### src/rtl/pcc_check.sv
module pcc_check #(
  parameter int DW   = 16,
  parameter int EXCL = 3
) (
  input  logic signed [DW-1:0] y [4],
  input  logic signed [DW-1:0] z,
  input  logic        [DW-1:0] tol,
  output logic                 fail
);
  localparam int SW  = DW + 2;
  localparam int DFW = DW + 3;

  logic signed [SW-1:0]  sum;
  logic signed [DFW-1:0] diff;
  logic        [DFW-1:0] mag;

  // Three-operand sum of the channels this check covers, widened by two bits
  always_comb begin
    sum = '0;
    for (int c = 0; c < 4; c++) begin
      if (c != EXCL) sum = sum + SW'(y[c]);
    end
    diff = DFW'(z) - DFW'(sum);
    mag  = diff[DFW-1] ? DFW'(-diff) : DFW'(diff);
    fail = mag > DFW'(tol);
  end
endmodule

### src/rtl/pcc_decode.sv
module pcc_decode (
  input  logic [2:0] syn,
  output logic       err,
  output logic       corr,
  output logic       red,
  output logic [1:0] idx
);
  always_comb begin
    err  = |syn;
    corr = 1'b0;
    red  = 1'b0;
    idx  = 2'd0;
    case (syn)
      3'b111: begin corr = 1'b1; idx = 2'd0; end
      3'b011: begin corr = 1'b1; idx = 2'd1; end
      3'b101: begin corr = 1'b1; idx = 2'd2; end
      3'b110: begin corr = 1'b1; idx = 2'd3; end
      3'b001, 3'b010, 3'b100: red = 1'b1;
      default: ;
    endcase
  end
endmodule

### src/rtl/pcc_rebuild.sv
module pcc_rebuild #(
  parameter int DW = 16
) (
  input  logic signed [DW-1:0] y  [4],
  input  logic signed [DW-1:0] z  [3],
  input  logic [1:0]           idx,
  input  logic                 corr,
  output logic signed [DW-1:0] yo [4]
);
  localparam int SW = DW + 2;
  localparam logic signed [SW-1:0] MAXV = {3'b000, {(DW-1){1'b1}}};
  localparam logic signed [SW-1:0] MINV = {3'b111, {(DW-1){1'b0}}};

  for (genvar c = 0; c < 4; c++) begin : g_ch
    // Redundant output and the two healthy partners used to rebuild channel c
    localparam int ZI = (c == 3) ? 1 : 0;
    localparam int A  = (c == 0) ? 1 : 0;
    localparam int B  = (c < 2)  ? 2 : 1;

    logic signed [SW-1:0] rec;
    logic signed [DW-1:0] rec_sat;

    always_comb begin
      rec = SW'(z[ZI]) - SW'(y[A]) - SW'(y[B]);
      if (rec > MAXV)      rec_sat = MAXV[DW-1:0];
      else if (rec < MINV) rec_sat = MINV[DW-1:0];
      else                 rec_sat = rec[DW-1:0];
      yo[c] = (corr && idx == 2'(c)) ? rec_sat : y[c];
    end
  end
endmodule

### src/rtl/par_chan_corrector.sv
module par_chan_corrector #(
  parameter int DW = 16
) (
  input  logic                 clk,
  input  logic                 rst,
  input  logic                 in_valid,
  input  logic        [DW-1:0] tol,
  input  logic signed [DW-1:0] y0,
  input  logic signed [DW-1:0] y1,
  input  logic signed [DW-1:0] y2,
  input  logic signed [DW-1:0] y3,
  input  logic signed [DW-1:0] z0,
  input  logic signed [DW-1:0] z1,
  input  logic signed [DW-1:0] z2,
  output logic                 out_valid,
  output logic signed [DW-1:0] out_y0,
  output logic signed [DW-1:0] out_y1,
  output logic signed [DW-1:0] out_y2,
  output logic signed [DW-1:0] out_y3,
  output logic [2:0]           out_syn,
  output logic [1:0]           out_idx,
  output logic                 out_err,
  output logic                 out_corr,
  output logic                 out_red
);
  localparam int NCH = 4;
  localparam int NRD = 3;

  logic signed [DW-1:0] yv [NCH];
  logic signed [DW-1:0] zv [NRD];
  logic [NRD-1:0]       fail;

  assign yv[0] = y0;
  assign yv[1] = y1;
  assign yv[2] = y2;
  assign yv[3] = y3;
  assign zv[0] = z0;
  assign zv[1] = z1;
  assign zv[2] = z2;

  // Check k covers every main channel except channel NCH-1-k
  for (genvar k = 0; k < NRD; k++) begin : g_chk
    pcc_check #(.DW(DW), .EXCL(NCH - 1 - k)) u_chk (
      .y   (yv),
      .z   (zv[k]),
      .tol (tol),
      .fail(fail[k])
    );
  end

  // Stage 1: syndrome and sample copies
  logic                 s1_valid;
  logic [2:0]           s1_syn;
  logic signed [DW-1:0] s1_y [NCH];
  logic signed [DW-1:0] s1_z [NRD];

  always_ff @(posedge clk) begin
    if (rst) begin
      s1_valid <= 1'b0;
      s1_syn   <= '0;
    end else begin
      s1_valid <= in_valid;
      if (in_valid) begin
        s1_syn <= fail;
        for (int c = 0; c < NCH; c++) s1_y[c] <= yv[c];
        for (int k = 0; k < NRD; k++) s1_z[k] <= zv[k];
      end
    end
  end

  // Stage 2: decode, rebuild, output registers
  logic                 d_err, d_corr, d_red;
  logic [1:0]           d_idx;
  logic signed [DW-1:0] fixed [NCH];

  pcc_decode u_dec (
    .syn (s1_syn),
    .err (d_err),
    .corr(d_corr),
    .red (d_red),
    .idx (d_idx)
  );

  pcc_rebuild #(.DW(DW)) u_fix (
    .y   (s1_y),
    .z   (s1_z),
    .idx (d_idx),
    .corr(d_corr),
    .yo  (fixed)
  );

  always_ff @(posedge clk) begin
    if (rst) begin
      out_valid <= 1'b0;
      out_err   <= 1'b0;
      out_corr  <= 1'b0;
      out_red   <= 1'b0;
      out_syn   <= '0;
      out_idx   <= '0;
      out_y0    <= '0;
      out_y1    <= '0;
      out_y2    <= '0;
      out_y3    <= '0;
    end else begin
      out_valid <= s1_valid;
      if (s1_valid) begin
        out_err  <= d_err;
        out_corr <= d_corr;
        out_red  <= d_red;
        out_syn  <= s1_syn;
        out_idx  <= d_idx;
        out_y0   <= fixed[0];
        out_y1   <= fixed[1];
        out_y2   <= fixed[2];
        out_y3   <= fixed[3];
      end
    end
  end

  // each result is preceded by a stage-1 entry, which is preceded by an input
  a_r9_stage1_from_input: assert property (@(posedge clk) disable iff (rst)
    s1_valid |-> $past(in_valid));
  a_r9_out_from_stage1: assert property (@(posedge clk) disable iff (rst)
    out_valid |-> $past(s1_valid));
  // a lone failing check never triggers a rebuild
  a_r6_red_no_corr: assert property (@(posedge clk) disable iff (rst)
    (out_valid && out_red) |-> (!out_corr && $countones(out_syn) == 1));
  // a rebuild always follows at least two failing checks
  a_r2_corr_multi: assert property (@(posedge clk) disable iff (rst)
    (out_valid && out_corr) |-> ($countones(out_syn) >= 2));
  // a clean result carries no syndrome, index or rebuild
  a_r7_clean_quiet: assert property (@(posedge clk) disable iff (rst)
    (out_valid && !out_err) |-> (out_syn == 3'b000 && out_idx == 2'd0 && !out_corr && !out_red));
  // without a rebuild the samples leave exactly as stage 1 held them
  a_r6_passthrough: assert property (@(posedge clk) disable iff (rst)
    (out_valid && !out_corr) |->
      (out_y0 == $past(s1_y[0]) && out_y1 == $past(s1_y[1]) &&
       out_y2 == $past(s1_y[2]) && out_y3 == $past(s1_y[3])));
endmodule

### config.mk
export PLATFORM = sky130hd
export DESIGN_NAME = par_chan_corrector
export DESIGN_NICKNAME = d
export VERILOG_FILES = /design/src/rtl/pcc_check.sv /design/src/rtl/pcc_decode.sv /design/src/rtl/pcc_rebuild.sv /design/src/rtl/par_chan_corrector.sv
export SDC_FILE = /design/constraint.sdc
export NUM_CORES = 1
export LEC_CHECK = 0
export ABC_AREA = 1
export BUFFER_PORTS_ARGS = -buffer_cell sky130_fd_sc_hd__buf_2
export CAP_MARGIN = 20
export CORE_MARGIN = 5
export CORE_UTILIZATION = 30
export CTS_BUF_LIST = sky130_fd_sc_hd__clkbuf_16
export DETAILED_ROUTE_END_ITERATION = 10
export PLACE_DENSITY = 0.55
export SYNTH_ARGS = -nofsm -noshare
export SYNTH_HDL_FRONTEND = slang
export SYNTH_HIERARCHICAL = 1
export SYNTH_SLANG_ARGS = --single-unit
### constraint.sdc
create_clock -name clk -period 6.4 [get_ports clk]
set_input_delay 0.64 -clock clk [delete_from_list [all_inputs] [get_ports clk]]
set_output_delay 0.64 -clock clk [all_outputs]
set_load 0.01 [all_outputs]
==> results.yml <==
status:
  outcome: "finished clean"
die:
  start_util_pct: 30.35
  io_pins: 204
  core-area_mm2: 0.07470
  number_of_placement_rows: 100
  die_width_um: 284.9
  die_outline_height_um: 284.9
  dieArea_mm2: 0.08117
sta:
  setup_tns_ns: 0
  final-max-slew-violation-count: 0
  final_min_period_over_clock_period_pct: 79.95
  report.final.setup_viol: 0
  finalHoldWorstSlack_ns: 0.3417
  hold_viol_final: 0
  max_freq_ghz: 0.1954
  timing_worst_slew_pin_value_ns: 0.9490
  clock-skew-final_ns: 0.02519
  max_slew_margin_pct: 36.74
  grt_setup_unrepaired: "no"
  finalCriticalPeriod_ns: 5.117
grt:
  grt_remaining_overflow: 0
  grt_usage_pct: 19.44
  initial_antenna_violation_count: 11
  grt_max_degree: 97
  grt_pass1_vias: 20420
  global_route_wire_length_before_repair_mm: 120.0
finish:
  area_delta_synth_final_pct: 11.51
  postLayoutCellArea_mm2: 0.02528
  layout.nets: 4130
  layout_cell_share_with_drive_strength_beyond_1_pct: 11.11
  fillers: 8269
pwr:
  p_leak_uw: 0.01481
  power.density_cell_area_mw_per_mm2: 351.7
  ir_drop_v: 0.0002340
place:
  placement.io_buffers: 203
  globalplace.congestion: 0.9420
  post-dp-hpwl_mm: 69.49
  placed_area_mm2: 0.02466
clocking:
  cts.sinks: 173
  cts_max_path_buffers: 2
  cts-htree-levels: 4
  tritoncts: "done"
  postCtsSetupBuffers: 0
  clkLatencyLatePin_ns: 0.50
  holdBufCountCts: 0
  cts-buffers-inserted: 17
  cts.root.buffer_cell: "clkbuf_16"
  clk_pin_slew_ns: 0.09
  total_of_cells_resized_after_clock_tree_synthesis: 0
route:
  drc: 0
  finalWirelength_mm: 79.35
  antenna_violating_nets_post_route: 0
  num_vias: 20760
  first_pass_iters: 6
  detailedRoute.firstIterationViolations: 1274
  route.detailed.wl_per_inst_um: 17.04
  drt-vias-per-instance: 4.457
setup_path:
  crit_path_top_delay_cell: "fa_1"
  timing.critical_path.slowest_cell_delay_ns: 0.50
  timing.setup.critical_path_class: "input pin to register"
  cp.arrival_ns: 5.55
  startpoint_type: "input pin"
  crit_path_max_fo: 11
  required_ns: 6.83
  critical_path.most_common_cell: "nand2_1"
  endpoint_kind: "register"
synthesis:
  synthCells: 3482
  synth.cell_area_mm2: 0.02267
  synthesis.nets: 3943
  synthesis_warnings: 6
  synthesis.area_per_instance_um2: 6.511
run:
  maxCapViolCount: 0
hold_path:
  hold_path.class: "input pin to register"
[routing by layer]
layer	wire length, um	up-vias	GRT usage, %
li1	-	10770	-
met1	34820	9459	24.81
met2	38350	439	34.14
met3	4009	83	3.059
met4	2129	8	5.455
met5	49	-	0
[layout by cell type, fill, tap and decap left out, types with 8 or more instances in the layout]
| cell type | n |
|---|---|
| nand2_1 | 1129 |
| inv_1 | 845 |
| nor2_1 | 285 |
| buf_2 | 203 |
| ha_1 | 196 |
| fa_1 | 134 |
| nand3_1 | 126 |
| a21oi_1 | 126 |
| edfxtp_1 | 96 |
| nand2_2 | 83 |
| xor2_1 | 82 |
| dfxtp_1 | 76 |
| o21ai_0 | 27 |
| xnor2_1 | 26 |
| nand4_1 | 24 |
| nor3_1 | 23 |
| inv_2 | 21 |
| clkbuf_16 | 17 |
| nand3_2 | 16 |
| o21bai_1 | 16 |
| and2_1 | 14 |
| nor2_2 | 14 |
| nand3b_1 | 13 |
| nand2_4 | 9 |
| buf_4 | 8 |
[path summary, 6_finish.rpt]
path | start | to | slack, ns | cells past startpoint
hold reg to reg | out_y2[0] | out_y2[0] | 0.47 | 2
setup reg to reg | s1_y[48] | out_y2[0] | 1.83 | 22
hold / removal | y1[8] | s1_y[40] | 0.34 | 1
setup / recovery | y1[9] | s1_syn[1] | 1.28 | 35
[critical path: cells and delay by family]
family	cells	cell delay, ns
buf+inv	8	0.78
simple gates	20	1.89
compound gates	2	0.36
xor+xnor	1	0.18
fa+ha+maj	4	1.67
[metrics by stage]
stage / utilization [%] / instances / setup WS, ns / total power, uW
6_report: 33.85 / 4657 / 1.283 / 8892
5_1_grt: 33.83 / 4651 / 0.8768 / 9894
4_1_cts: 33.83 / 4651 / 1.412 / 8939
3_5_place_dp: 33.02 / 4619 / 0.8688 / 7757
3_3_place_gp: 33.02 / 4619 / 0.9099 / 7747
2_1_floorplan: - / 3482 / 1.122 / 6255
[registers in the layout, indices dropped and copies added (netlist names)]
register,flops
out_corr,1
out_err,1
out_idx,2
out_red,1
out_syn,3
out_valid,1
out_y0,16
out_y1,16
out_y2,16
out_y3,16
s1_syn,3
s1_valid,1
s1_y,64
s1_z,32
[final cells by class]
class	count	area (um2)	area share [%]
Tap cell	969	1212	4.795
Clock inverter	15	180.2	0.7126
Inverter	868	3258	12.89
Sequential cell	173	4428	17.51
Clock buffer	17	425.4	1.683
Timing Repair Buffer	211	1076	4.256
Multi-Input combinational cell	2398	14690	58.09
Antenna cell	6	15.01	0.05939
[report_power, final]
| part | internal, uW | total, uW | leakage [uW] | switching (uW) |
|---|---|---|---|---|
| sequential | 1260 | 1360 | 0.00154 | 95.4 |
| combinational | 2220 | 6420 | 0.0130 | 4190 |
| clock | 546 | 1120 | 0.000302 | 573 |
| total | 4030 | 8890 | 0.0148 | 4860 |
No activity file was read; power rests on OpenSTA's default activity.
